File: src/rtl/exc_ctl_pkg.sv
package exc_ctl_pkg;

  typedef enum logic [0:0] {
    CAUSE_UNDEF = 1'b0,
    CAUSE_OVF   = 1'b1
  } exc_cause_e;

  typedef struct packed {
    logic       hit;
    logic       from_exe;
    exc_cause_e cause;
  } exc_sel_t;

endpackage

File: src/rtl/exc_arbiter.sv
module exc_arbiter
  import exc_ctl_pkg::*;
#(
  parameter int XLEN = 32
) (
  input  logic            dec_undef,
  input  logic [XLEN-1:0] dec_pc,
  input  logic            exe_ovf,
  input  logic [XLEN-1:0] exe_pc,
  input  logic            blocked,
  output exc_sel_t        sel,
  output logic [XLEN-1:0] fault_pc
);

  // The execute stage holds the older instruction, so it wins.
  always_comb begin
    sel      = '0;
    fault_pc = '0;
    if (!blocked) begin
      if (exe_ovf) begin
        sel.hit      = 1'b1;
        sel.from_exe = 1'b1;
        sel.cause    = CAUSE_OVF;
        fault_pc     = exe_pc;
      end else if (dec_undef) begin
        sel.hit      = 1'b1;
        sel.from_exe = 1'b0;
        sel.cause    = CAUSE_UNDEF;
        fault_pc     = dec_pc;
      end
    end
  end

endmodule

File: src/rtl/exc_vector_gen.sv
module exc_vector_gen #(
  parameter int              XLEN       = 32,
  parameter int              CAUSE_W    = 1,
  parameter bit              VEC_EN     = 1'b1,
  parameter logic [XLEN-1:0] FIXED_PC   = 32'h8000_0180,
  parameter logic [XLEN-1:0] VEC_BASE   = 32'hC000_0000,
  parameter int              SLOT_LG2   = 5
) (
  input  logic               vec_mode,
  input  logic [CAUSE_W-1:0] cause,
  output logic [XLEN-1:0]    handler_pc
);

  localparam int PAD_W = XLEN - CAUSE_W;

  generate
    if (VEC_EN) begin : g_vec
      logic [XLEN-1:0] slot_off;
      assign slot_off   = {{PAD_W{1'b0}}, cause} << SLOT_LG2;
      assign handler_pc = vec_mode ? (VEC_BASE + slot_off) : FIXED_PC;
    end else begin : g_fixed
      logic unused_in;
      assign unused_in  = vec_mode ^ (^cause);
      assign handler_pc = FIXED_PC;
    end
  endgenerate

endmodule

File: src/rtl/exc_state_regs.sv
module exc_state_regs #(
  parameter int XLEN    = 32,
  parameter int CAUSE_W = 1,
  parameter int PC_STEP = 4
) (
  input  logic               clk,
  input  logic               rst_n,
  input  logic               take,
  input  logic [CAUSE_W-1:0] cause_in,
  input  logic [XLEN-1:0]    fault_pc,
  output logic [XLEN-1:0]    epc_q,
  output logic [CAUSE_W-1:0] cause_q,
  output logic               blk_q
);

  localparam logic [XLEN-1:0] STEP = XLEN'(PC_STEP);

  always_ff @(posedge clk or negedge rst_n) begin
    if (!rst_n) begin
      epc_q   <= '0;
      cause_q <= '0;
      blk_q   <= 1'b0;
    end else begin
      blk_q <= take;
      if (take) begin
        epc_q   <= fault_pc + STEP;
        cause_q <= cause_in;
      end
    end
  end

endmodule

File: src/rtl/exc_ctl_top.sv
module exc_ctl_top
  import exc_ctl_pkg::*;
#(
  parameter int              XLEN     = 32,
  parameter int              CAUSE_W  = 1,
  parameter bit              VEC_EN   = 1'b1,
  parameter logic [XLEN-1:0] FIXED_PC = 32'h8000_0180,
  parameter logic [XLEN-1:0] VEC_BASE = 32'hC000_0000,
  parameter int              SLOT_LG2 = 5
) (
  input  logic               clk,
  input  logic               rst_n,
  input  logic               vec_mode_i,
  input  logic               dec_undef_i,
  input  logic [XLEN-1:0]    dec_pc_i,
  input  logic               exe_ovf_i,
  input  logic [XLEN-1:0]    exe_pc_i,
  output logic               flush_fetch_o,
  output logic               flush_decode_o,
  output logic               flush_execute_o,
  output logic               exe_wr_kill_o,
  output logic               redir_valid_o,
  output logic [XLEN-1:0]    redir_pc_o,
  output logic [XLEN-1:0]    epc_o,
  output logic [CAUSE_W-1:0] cause_o
);

  exc_sel_t           sel;
  logic [XLEN-1:0]    fault_pc;
  logic               blk_q;
  logic [CAUSE_W-1:0] sel_cause;

  assign sel_cause = CAUSE_W'(sel.cause);

  exc_arbiter #(.XLEN(XLEN)) arb_i (
    .dec_undef (dec_undef_i),
    .dec_pc    (dec_pc_i),
    .exe_ovf   (exe_ovf_i),
    .exe_pc    (exe_pc_i),
    .blocked   (blk_q),
    .sel       (sel),
    .fault_pc  (fault_pc)
  );

  exc_vector_gen #(
    .XLEN(XLEN), .CAUSE_W(CAUSE_W), .VEC_EN(VEC_EN),
    .FIXED_PC(FIXED_PC), .VEC_BASE(VEC_BASE), .SLOT_LG2(SLOT_LG2)
  ) vec_i (
    .vec_mode   (vec_mode_i),
    .cause      (sel_cause),
    .handler_pc (redir_pc_o)
  );

  exc_state_regs #(.XLEN(XLEN), .CAUSE_W(CAUSE_W)) regs_i (
    .clk      (clk),
    .rst_n    (rst_n),
    .take     (sel.hit),
    .cause_in (sel_cause),
    .fault_pc (fault_pc),
    .epc_q    (epc_o),
    .cause_q  (cause_o),
    .blk_q    (blk_q)
  );

  assign flush_fetch_o   = sel.hit;
  assign flush_decode_o  = sel.hit;
  assign flush_execute_o = sel.hit & sel.from_exe;
  assign exe_wr_kill_o   = sel.hit & sel.from_exe;
  assign redir_valid_o   = sel.hit;

endmodule

File: config.mk
export PLATFORM = sky130hd
export DESIGN_NAME = exc_ctl_top
export DESIGN_NICKNAME = d
export VERILOG_FILES = /design/src/rtl/exc_ctl_pkg.sv /design/src/rtl/exc_arbiter.sv /design/src/rtl/exc_vector_gen.sv /design/src/rtl/exc_state_regs.sv /design/src/rtl/exc_ctl_top.sv
export SDC_FILE = /design/constraint.sdc
export NUM_CORES = 1
export LEC_CHECK = 0
export BUFFER_PORTS_ARGS = -buffer_cell sky130_fd_sc_hd__buf_2
export CORE_ASPECT_RATIO = 0.6
export CORE_MARGIN = 3
export CORE_UTILIZATION = 50
export DETAILED_ROUTE_END_ITERATION = 10
export PLACE_DENSITY_LB_ADDON = 0.1
export SETUP_SLACK_MARGIN = 0.15
export SYNTH_ARGS = -nofsm -noshare
export SYNTH_HDL_FRONTEND = slang
export SYNTH_SLANG_ARGS = --single-unit
File: constraint.sdc
create_clock -name clk -period 4.3 [get_ports clk]
set_input_delay 0.86 -clock clk [delete_from_list [all_inputs] [get_ports clk]]
set_output_delay 0.86 -clock clk [all_outputs]
set_load 0.005 [all_outputs]
==> metrics.yaml <==
coreArea_um2: 5200
layout-drive-gt1-share_pct: 32.6
critPathBufInv: 1
start_kind: "input port"
antenna_found_initial: 0
drc_errors: 0
fin_nets: 502
drv_slew: 0
wl_per_cell_um: 15.3
drt-pass1-iter-count: 4
fmax_ghz: 0.320
yosysUniqueCellTypes: 56
grt_pass1_wl_mm: 12.1
crit_cells: 7
dpl-instance-area_um2: 3200
ir_worst_vdd_mv: 0.168
power_density_nw_per_um2: 294
antenna_cells: 0
slowest_stage: "or4b_1"
crit_path_start: "exe_ovf_i"
clock_latency_ps: 280
cpLargestDelayFamily: "simple AND/OR/NAND/NOR gates"
worstSetupEndpoint: "regs_i.epc_q[31]$_DFFE_PN0P_"
synth_area_um2: 2770
final_util_pct: 63.2
rrSetupSlack_ps: 1510
required_ps: 4470
root_buffer: "clkbuf_8"
endpoint_kind: "flop"
cts_max_level: 2
worstPathArrival_ps: 3300
clk_pin_slew_worst_paths_ps: 70
dp_hpwl_mm: 5.91
std_cell_rows: 20
gp_congestion: 0.944
ys_warn_count: 0
tns_ps: 0
syn2layout_area_growth_pct: 18.7
skew_ps: 3.00
path_max_fanout: 21
maxCapViolations: 0
netlist_instances: 335
hold_path_depth: 2
drt_iter0_markers: 141
vias: 2716
max_slew.worst_pin.slew_ps: 897
min_period_ps: 3120
synth_area_leader_cell: "dfrtp_1"
drt-vias-per-instance: 5.44
worstPathCellList: "buf_2 > nor2b_1 > a32oi_1 > or4b_1 > nor4b_2 > mux2i_1 > nand2_1"
rsz0062_at_grt: "false"
synthFlopType: "dfrtp_1"
io_pins: 139
holdCritPathClass: "reg -> reg"
drtAntennaViolNets: 0
setup-violations-final: 0
cts.sinks: 34
gr-total-overflow: 0
start_util_pct: 53.2
async_reset_ff_share_pct: 100
critical_path.max_stage_delay_ps: 740
synth-seq-cells: 34
synth_area_leaders: "dfrtp_1 31%, buf_4 9.8%, nand2_1 9.1%"
hold_violations: 0
numCtsBuffers: 5
port_buffers: 110
cts-resized-gates: 0
worst-r2r-cell-count: 6
rr_endpoint: "regs_i.epc_q[31]$_DFFE_PN0P_"
die_y_um: 63.7
yosys.area.top_type_share_pct: 30.7
period_share_pct: 72.7
grt_max_degree: 42
avgSynthCellArea_um2: 8.27
leakage_nw: 1.63
synth_edf_count: 0
grt_util_all_layers_pct: 23.5
routed_wl_mm: 7.66
hold_buffers: 0
dieArea_um2: 6500
maxSlewHeadroom_pct: 40.2
status: "finished, final reports clean"
design_area_um2: 3290
yosysSeqAreaShare_pct: 30.7
clk_path_buf_depth: 2
path_class: "in -> reg"
cts_tree: "done"
post_cts.repair.setup_buffers: 0
fp.dieW_um: 102
r2r_start: "regs_i.blk_q$_DFF_PN0_"
grt_pass1_vias: 2502
## registers in the layout (all words and copies together) (netlist names)
name / flops
regs_i.blk_q: 1
regs_i.cause_q: 1
regs_i.epc_q: 32
## cell type report
class	instances	area, µm²
fillers	470	1910
multi-input cells	270	1650
flip-flops and latches	34	851
repair buffers	116	596
clock buffers	7	86.3
well taps	66	82.6
inverters	5	18.8
clock inverters	1	5.00
## layout by cell type, fill, tap and decap left out, types with 4 or more instances in the layout
master | Yosys | layout
buf_2 | 5 | 110
nand2_1 | 67 | 67
dfrtp_1 | 34 | 34
conb_1 | 2 | 28
a21oi_1 | 23 | 23
nand3b_1 | 16 | 16
nor2_1 | 13 | 13
xnor2_1 | 11 | 11
a22oi_1 | 9 | 9
nor2b_1 | 7 | 7
nand3_1 | 7 | 7
a21o_1 | 6 | 6
nor3_1 | 6 | 6
o21ai_0 | 6 | 6
xor2_1 | 6 | 6
clkbuf_8 | 0 | 6
buf_4 | 36 | 6
inv_1 | 5 | 5
nand4b_1 | 5 | 5
nor4_1 | 5 | 5
and3_1 | 4 | 4
## layer usage
metal | vias up | track usage (%) | share of wire (%)
li1 | 1319 | - | -
met2 | 142 | 35.0 | 43
met1 | 1247 | 35.2 | 48
met3 | 8 | 5.20 | 8.6
met4 | 0 | 4.09 | 0.94
met5 | - | 0 | 0
## kinds of logic (layout without fill, tap and decap cells)
family | after synthesis | after routing | share of synthesized area, %
flops | 34 | 34 | 30.7
buf+inv | 57 | 129 | 13.4
mux | 3 | 3 | 1.08
xor+xnor | 17 | 17 | 5.37
fa+ha+maj | 1 | 1 | 0.451
other cells | 2 | 28 | 0.271
compound gates | 69 | 69 | 18.2
simple gates | 152 | 152 | 30.5
## report_power, final
part	leakage (nW)	total [mW]	switching, mW	internal (mW)
clock	0.0482	0.248	0.118	0.129
sequential	0.417	0.418	0.0403	0.378
combinational	1.16	0.302	0.166	0.136
total	1.63	0.967	0.324	0.643
## worst min-delay path: stages (launching register included)
cell,delay (ps)
dfrtp_1,340
nand2_1,50
nand2_1,40
## through the flow
stage / hold WS, ps / worst slack, ps / instances / power (mW)
CTS: 469 / 1200 / 499 / 0.971
floorplan: 463 / 1460 / 361 / 0.605
global route: 487 / 956 / 499 / 1.03
finish: 461 / 1180 / 499 / 0.967
global placement: 445 / 1030 / 491 / 0.722
detailed placement: 453 / 928 / 491 / 0.724
## synth_stat cells, types with 2 or more instances
cell,n
nand2_1,67
buf_4,36
dfrtp_1,34
a21oi_1,23
nand3b_1,16
nor2_1,13
xnor2_1,11
a22oi_1,9
clkbuf_1,7
nand3_1,7
nor2b_1,7
a21o_1,6
nor3_1,6
o21ai_0,6
xor2_1,6
buf_2,5
inv_1,5
nand4b_1,5
nor4_1,5
and3_1,4
a221oi_1,3
a221oi_2,3
a22o_1,3
a32oi_1,3
and2_1,3
mux2i_1,3
nand4_1,3
nor3_2,3
a31oi_1,2
buf_1,2
buf_6,2
conb_1,2
o21ai_1,2
## worst min-delay path by stage
stage                                             from                      endpoint  slack (ps)
final                     regs_i.epc_q[16]$_DFFE_PN0P_  regs_i.epc_q[16]$_DFFE_PN0P_         460
after global routing      regs_i.epc_q[20]$_DFFE_PN0P_  regs_i.epc_q[20]$_DFFE_PN0P_         490
after CTS                 regs_i.epc_q[16]$_DFFE_PN0P_  regs_i.epc_q[16]$_DFFE_PN0P_         470
after detailed placement  regs_i.epc_q[16]$_DFFE_PN0P_  regs_i.epc_q[16]$_DFFE_PN0P_         450
after global placement    regs_i.epc_q[16]$_DFFE_PN0P_  regs_i.epc_q[16]$_DFFE_PN0P_         450
after floorplan           regs_i.epc_q[12]$_DFFE_PN0P_  regs_i.epc_q[12]$_DFFE_PN0P_         460
No activity file was read; power rests on OpenSTA's default activity.
